$ cat config.mk
export PLATFORM = sky130hd
export DESIGN_NAME = xlat_ctl_regs
export DESIGN_NICKNAME = d
export VERILOG_FILES = /design/src/rtl/xlat_regs_pkg.sv /design/src/rtl/xr_drain_timer.sv /design/src/rtl/xr_fault_bank.sv /design/src/rtl/xlat_ctl_regs.sv
export SDC_FILE = /design/constraint.sdc
export NUM_CORES = 1
export LEC_CHECK = 0
export BUFFER_PORTS_ARGS = -buffer_cell sky130_fd_sc_hd__buf_2
export CAP_MARGIN = 20
export CORE_ASPECT_RATIO = 1.25
export CORE_MARGIN = 1
export CORE_UTILIZATION = 37
export DETAILED_ROUTE_END_ITERATION = 8
export HOLD_SLACK_MARGIN = 0.1
export PLACE_DENSITY = 0.68
export SYNTH_ARGS = -nofsm -noshare
export SYNTH_HDL_FRONTEND = slang
export SYNTH_HIERARCHICAL = 1
export SYNTH_SLANG_ARGS = --single-unit
$ cat constraint.sdc
create_clock -name clk -period 2.3 [get_ports clk]
set_input_delay 0 -clock clk [delete_from_list [all_inputs] [get_ports clk]]
set_output_delay 0 -clock clk [all_outputs]
set_load 0.02 [all_outputs]
$ cat src/rtl/xlat_regs_pkg.sv
package xlat_regs_pkg;
  localparam int DW        = 32;
  localparam int NUM_FAULT = 8;
  localparam int NUM_SLOT  = 4;
  localparam int CLS_W     = $clog2(NUM_FAULT);
  localparam int SLOT_W    = $clog2(NUM_SLOT);

  typedef logic [DW-1:0] word_t;

  // word indices (byte offset / 4); software decodes these
  localparam int IX_CTRL  = 'h00;
  localparam int IX_CFG   = 'h01;
  localparam int IX_STAT  = 'h02;
  localparam int IX_FLALL = 'h03;
  localparam int IX_FLPG  = 'h04;
  localparam int IX_BASE  = 'h05;
  localparam int IX_PEND  = 'h06;
  localparam int IX_CLR   = 'h07;
  localparam int IX_CAP0  = 'h09;  // first of four capture slots
  localparam int IX_REV   = 'h0D;

  // capture slots: 0 page, 1 write side, 2 read side, 3 bus error
  function automatic logic [SLOT_W-1:0] slot_of(input logic [CLS_W-1:0] c);
    case (c)
      3'd0:                 slot_of = 2'd0;
      3'd2, 3'd6, 3'd7:     slot_of = 2'd1;
      3'd1, 3'd4, 3'd5:     slot_of = 2'd2;
      default:              slot_of = 2'd3;
    endcase
  endfunction
endpackage

$ cat src/rtl/xr_drain_timer.sv
module xr_drain_timer #(
  parameter int DRAIN = 4
) (
  input  logic clk,
  input  logic rst,
  input  logic req_i,
  output logic blocked_o
);
  localparam int CW = $clog2(DRAIN + 1);
  localparam logic [CW-1:0] LIM = CW'(DRAIN);

  logic [CW-1:0] cnt_q;

  always_ff @(posedge clk) begin
    if (rst || !req_i)   cnt_q <= '0;
    else if (cnt_q != LIM) cnt_q <= cnt_q + 1'b1;
  end

  assign blocked_o = req_i && (cnt_q == LIM);

  // a freshly raised request is never already reported as held
  a_r3_not_instant: assert property (@(posedge clk) disable iff (rst)
    $rose(req_i) |-> !blocked_o);
  // once held, the state persists while the request stays up
  a_r3_hold_persists: assert property (@(posedge clk) disable iff (rst)
    (req_i && $past(req_i) && $past(blocked_o)) |-> blocked_o);
endmodule

$ cat src/rtl/xr_fault_bank.sv
module xr_fault_bank
  import xlat_regs_pkg::*;
(
  input  logic                 clk,
  input  logic                 rst,
  input  logic                 ev_valid_i,
  input  logic [CLS_W-1:0]     ev_class_i,
  input  word_t                ev_addr_i,
  input  logic                 clr_i,
  input  logic [NUM_FAULT-1:0] clr_mask_i,
  output logic [NUM_FAULT-1:0] pending_o,
  output word_t                slot_addr_o [NUM_SLOT]
);
  logic [NUM_FAULT-1:0] set_vec, clr_vec;
  logic                 first_hit;

  always_comb begin
    set_vec = '0;
    if (ev_valid_i) set_vec[ev_class_i] = 1'b1;
    clr_vec = clr_i ? clr_mask_i : '0;
  end

  assign first_hit = ev_valid_i && !pending_o[ev_class_i];

  always_ff @(posedge clk) begin
    if (rst) pending_o <= '0;
    else     pending_o <= (pending_o & ~clr_vec) | set_vec;
  end

  for (genvar s = 0; s < NUM_SLOT; s++) begin : g_slot
    always_ff @(posedge clk) begin
      if (rst) slot_addr_o[s] <= '0;
      else if (first_hit && (slot_of(ev_class_i) == SLOT_W'(s)))
        slot_addr_o[s] <= ev_addr_i;
    end
  end

  // a reported fault is pending on the next cycle, even against a clear
  a_r4_fault_sets: assert property (@(posedge clk) disable iff (rst)
    ev_valid_i |=> pending_o[$past(ev_class_i)]);
  // a clear with no competing fault leaves the masked bits low
  a_r5_clear_works: assert property (@(posedge clk) disable iff (rst)
    (clr_i && !ev_valid_i) |=> ((pending_o & $past(clr_mask_i)) == '0));
endmodule

$ cat src/rtl/xlat_ctl_regs.sv
module xlat_ctl_regs
  import xlat_regs_pkg::*;
#(
  parameter int          ADDR_W       = 8,
  parameter int          DRAIN_CYCLES = 4,
  parameter logic [31:0] HW_REV       = 32'h2000_0000
) (
  input  logic              clk,
  input  logic              rst,
  input  logic              bus_sel_i,
  input  logic              bus_wr_i,
  input  logic [ADDR_W-1:0] bus_addr_i,
  input  logic [31:0]       bus_wdata_i,
  output logic [31:0]       bus_rdata_o,
  input  logic              fault_valid_i,
  input  logic [2:0]        fault_class_i,
  input  logic [31:0]       fault_addr_i,
  output logic              xlat_en_o,
  output logic              block_req_o,
  output logic              irq_o,
  output logic              flush_all_o,
  output logic              flush_page_o,
  output logic [19:0]       flush_vpn_o,
  output logic [31:0]       cfg_o,
  output logic [31:0]       table_base_o
);
  localparam int IXW = ADDR_W - 2;

  logic [IXW-1:0]       widx;
  logic                 wr, rd;
  logic [2:0]           ctrl_q;
  logic [NUM_FAULT-1:0] pend;
  word_t                cap [NUM_SLOT];
  logic                 blocked;
  word_t                rmux;

  assign widx = bus_addr_i[ADDR_W-1:2];
  assign wr   = bus_sel_i && bus_wr_i;
  assign rd   = bus_sel_i && !bus_wr_i;

  function automatic logic at(input logic [IXW-1:0] i, input int k);
    return i == IXW'(k);
  endfunction

  always_ff @(posedge clk) begin
    if (rst) begin
      ctrl_q       <= '0;
      cfg_o        <= '0;
      table_base_o <= '0;
      flush_all_o  <= 1'b0;
      flush_page_o <= 1'b0;
      flush_vpn_o  <= '0;
    end else begin
      flush_all_o  <= wr && at(widx, IX_FLALL) && bus_wdata_i[0];
      flush_page_o <= wr && at(widx, IX_FLPG)  && bus_wdata_i[0];
      if (wr && at(widx, IX_FLPG) && bus_wdata_i[0]) flush_vpn_o <= bus_wdata_i[31:12];
      if (wr && at(widx, IX_CTRL)) ctrl_q       <= bus_wdata_i[2:0];
      if (wr && at(widx, IX_CFG))  cfg_o        <= bus_wdata_i;
      if (wr && at(widx, IX_BASE)) table_base_o <= bus_wdata_i;
    end
  end

  xr_fault_bank u_faults (
    .clk        (clk),
    .rst        (rst),
    .ev_valid_i (fault_valid_i),
    .ev_class_i (fault_class_i),
    .ev_addr_i  (fault_addr_i),
    .clr_i      (wr && at(widx, IX_CLR)),
    .clr_mask_i (bus_wdata_i[NUM_FAULT-1:0]),
    .pending_o  (pend),
    .slot_addr_o(cap)
  );

  assign xlat_en_o   = ctrl_q[0];
  assign block_req_o = ctrl_q[1] || (|pend);
  assign irq_o       = |pend;

  xr_drain_timer #(.DRAIN(DRAIN_CYCLES)) u_drain (
    .clk      (clk),
    .rst      (rst),
    .req_i    (block_req_o),
    .blocked_o(blocked)
  );

  always_comb begin
    rmux = '0;
    if      (at(widx, IX_CTRL)) rmux = {29'd0, ctrl_q};
    else if (at(widx, IX_CFG))  rmux = cfg_o;
    else if (at(widx, IX_STAT)) rmux = {31'd0, blocked};
    else if (at(widx, IX_BASE)) rmux = table_base_o;
    else if (at(widx, IX_PEND)) rmux = {{(DW-NUM_FAULT){1'b0}}, pend};
    else if (at(widx, IX_REV))  rmux = HW_REV;
    else begin
      for (int s = 0; s < NUM_SLOT; s++)
        if (at(widx, IX_CAP0 + s)) rmux = cap[s];
    end
  end

  always_ff @(posedge clk) begin
    if (rst)     bus_rdata_o <= '0;
    else if (rd) bus_rdata_o <= rmux;
  end

  // a full-invalidate pulse always follows a bus write
  a_r7_flush_from_write: assert property (@(posedge clk) disable iff (rst)
    flush_all_o |-> $past(wr));
  // the interrupt only rises after a reported fault
  a_r4_irq_cause: assert property (@(posedge clk) disable iff (rst)
    $rose(irq_o) |-> $past(fault_valid_i));
  // single-page and full pulses come from distinct writes
  a_r8_pulse_exclusive: assert property (@(posedge clk) disable iff (rst)
    flush_page_o |-> !flush_all_o);
endmodule

==> out/qor.csv <==
metric,value,unit
status,finished clean,
"Largest delay share family, worst path",simple AND/OR/NAND/NOR gates,
CP Buf/Inv Count,0,
"Slew Viols, Final",0,
vias in the first global route,10860,
Placed Cells,1949,
number of distinct library cells after synthesis,67,
ratio of cells with drive above 1 in the final layout,19.0,%
WL final,37.1,mm
R2R cell count,7,
CTS Root Cell,clkbuf_16,
Leak,0.00580,uW
Tmin final,2.15,ns
Final ANT Viol Nets,0,
via count,11209,
clock sinks,260,
"Slowest-stage cell, CP",nor4_1,
initial antenna violation count,3,
YS warnings,6,
worst vdd ir,0.535,mV
total gr overflow,0,
Crit path largest cell delay,0.50,ns
Total Die Area,32600,um2
actual slew at the worst max-slew pin,1.08,ns
flop2flop setup slack,0.15,ns
Syn Std Cell Area,11800,um2
TritonCTS clock tree,done,
Die Y,202,um
reg2reg end,bus_rdata_o[0],
Final #Nets,1740,
vias per inst,5.37,
RSZ-0062 raised after global routing,false,
CTS max path bufs,3,
Detailed Place HPWL,24.1,mm
site row count,72,
TritonRoute pass-1 iters,5,
Core ar.,31200,um2
Hold Path End,table_base_o[8],
Max-Cap Viols,0,
PD cells,676,nW/um2
Post-Route Setup TNS,0,ns
GPL Wtd Cong,0.851,
clk slew on worst S/H paths,0.07,ns
endpoints failing setup,0,
ys async rst share,0,%
"Cell Chain, Critical Path",nor4_1 -> nand3_1 -> and3_2 -> nand2b_1 -> a211oi_1 -> nor4bb_1 -> a2111oi_2,
drt wl/cell,17.8,um
worst r2r src,u_faults/pending_o[3],
DR iter-0 viols,838,
Hold WC Path Type,input port to flop,
Port Buffers,198,
Post-synth EDFFs,0,
"Req. time, crit path",2.70,ns
sequential area share after synthesis,44.1,%
P&R area growth vs syn,26.6,%
worst-skew pair later-pin latency,0.57,ns
Crit Path Class,flop to flop,
synthesized area per cell,8.23,um2
hold path depth,4,
pin count of the biggest net entering global routing,157,
die width,162,um
total CTS buffers,27,
Total GRT Usage,22.5,%
"most common cell after layout, fill and taps aside",nand2_1,
first-pass GRT wire length,58.9,mm
Non-Filler Instances,2088,
Worst Setup End Kind,flop,
number of synthesized register bits,260,
Max Freq,465,MHz
final hold vios,0,
DRC,0,
hold_sp,bus_wdata_i[8],
worst path arrival time,2.55,ns
cts repair resizes,0,
starting density of the core,37.9,%
I/O Pins,201,
Syn Nets,1516,
Critical Path Fanout Max,6,
post-route clock period utilization,93.5,%
Synth Flop Type,dfxtp_1,
cells after synthesis,1434,
clk_skew,0.0131,ns
Setup crit start kind,flop,
worst rel slew slack,28.0,%
"commonest non-fill, non-tap cells in the layout","nand2_1, dfxtp_1, buf_2",
depth of the CTS H-tree,1,
## cells in the mapped netlist (2+ instances only)
library cell	count	area (um2)
nand2b_1	104	651
nor3_1	17	85.1
mux2_2	6	67.6
a41oi_1	8	70.1
buf_2	31	155
nor3_2	4	40.0
ha_1	2	25.0
a22oi_1	6	45.0
mux2i_1	72	721
buf_4	7	52.6
o21ai_0	4	20.0
nand2_1	328	1230
o2111ai_1	5	43.8
nor3b_1	2	15.0
o21a_1	5	37.5
a2111oi_0	15	131
a32o_1	5	50.1
nor2b_1	6	37.5
a21oi_1	169	846
or3_1	5	31.3
inv_1	18	67.6
and3_1	33	206
a21o_1	15	113
o32ai_1	4	35.0
nor3b_2	2	25.0
a31oi_1	3	18.8
o211ai_1	4	30.0
or3b_1	3	26.3
nand3b_1	2	15.0
a221o_1	8	80.1
dfxtp_1	260	5200
nor4_1	6	37.5
a32oi_1	16	140
or2_2	2	12.5
o311ai_1	10	87.6
nand3_1	89	445
buf_1	8	30.0
clkbuf_1	67	251
buf_6	13	146
nor2_1	33	124
o311ai_0	6	52.6
nor4b_2	2	30.0
o221a_2	5	56.3
## where the power goes
part / switching [uW] / internal [uW]
registers: 48.9 / 4590
clock network: 1960 / 2640
logic: 510 / 359
## routing by layer
metal,vias to the layer above,GRT usage (%),part of all wire (%)
li1,5422,-,-
met1,5325,28.6,43
met2,378,36.9,47
met3,84,4.10,6.5
met4,0,9.40,3.3
met5,-,0,0
## tightest hold or removal path: cells and delay by family
kind                   cells  cell delay (ns)
AO/OA/AOI/OAI              1             0.05
buffers and inverters      2             0.66
AND/OR/NAND/NOR            1             0.05
## registers in the layout, summed over array words and instances, names as in the netlist
signal and flops:
u_drain/cnt_q 3, cfg_o 32, u_faults/slot_addr_o 128, flush_page_o 1
u_faults/pending_o 8, ctrl_q 3, flush_all_o 1, flush_vpn_o 20
bus_rdata_o 32, table_base_o 32
## stage by stage
| step | total power, uW | instance area, um2 | setup WS (ns) | hold WS, ns | utilization [%] |
|---|---|---|---|---|---|
| floorplan | 5190 | 11800 | 0.414 | 0.136 | - |
| global placement | 5470 | 13100 | 0.260 | 0.256 | 42.2 |
| detailed placement | 5480 | 13100 | 0.190 | 0.262 | 42.2 |
| CTS | 10100 | 14900 | 0.189 | 0.221 | 47.9 |
| global route | 10400 | 15000 | 0.0293 | 0.242 | 48.0 |
| finish | 10100 | 15000 | 0.149 | 0.235 | 48.0 |
## kinds of logic after synthesis
kind of cell	count (synthesis)	share of synthesized area [%]
simple gates	652	26.6
compound gates	296	16.4
flops	260	44.1
buf+inv	144	5.95
mux	78	6.68
xor+xnor	2	0.148
fa+ha+maj	2	0.212
## how the worst max path moves through the flow
stage,startpoint,end,depth (start not counted)
2_1_floorplan,u_faults/pending_o[3],bus_rdata_o[0],7
3_3_place_gp,bus_addr_i[7],table_base_o[23],6
3_5_place_dp,u_faults/pending_o[3],bus_rdata_o[0],7
4_1_cts,u_faults/pending_o[3],bus_rdata_o[0],7
5_1_grt,u_faults/pending_o[3],bus_rdata_o[0],7
6_report,u_faults/pending_o[3],bus_rdata_o[0],7
## what timing repair did
| action | 4_1_cts | 5_1_grt |
|---|---|---|
| buffers inserted | 0 | 0 |
| hold buffers | 87 | 0 |
| endpoints found under the hold margin | 242 | 0 |
## final cells by class
class                   instances  area (um2)
diodes                          3        7.51
clock buffers                  37         783
clock inverters                12         148
fillers                      2981       16200
inverters                      18        67.6
multi-input cells            1030        5990
flip-flops and latches        260        5200
well taps                     407         509
repair buffers                321        2240
(Power assumes the default switching activity.)
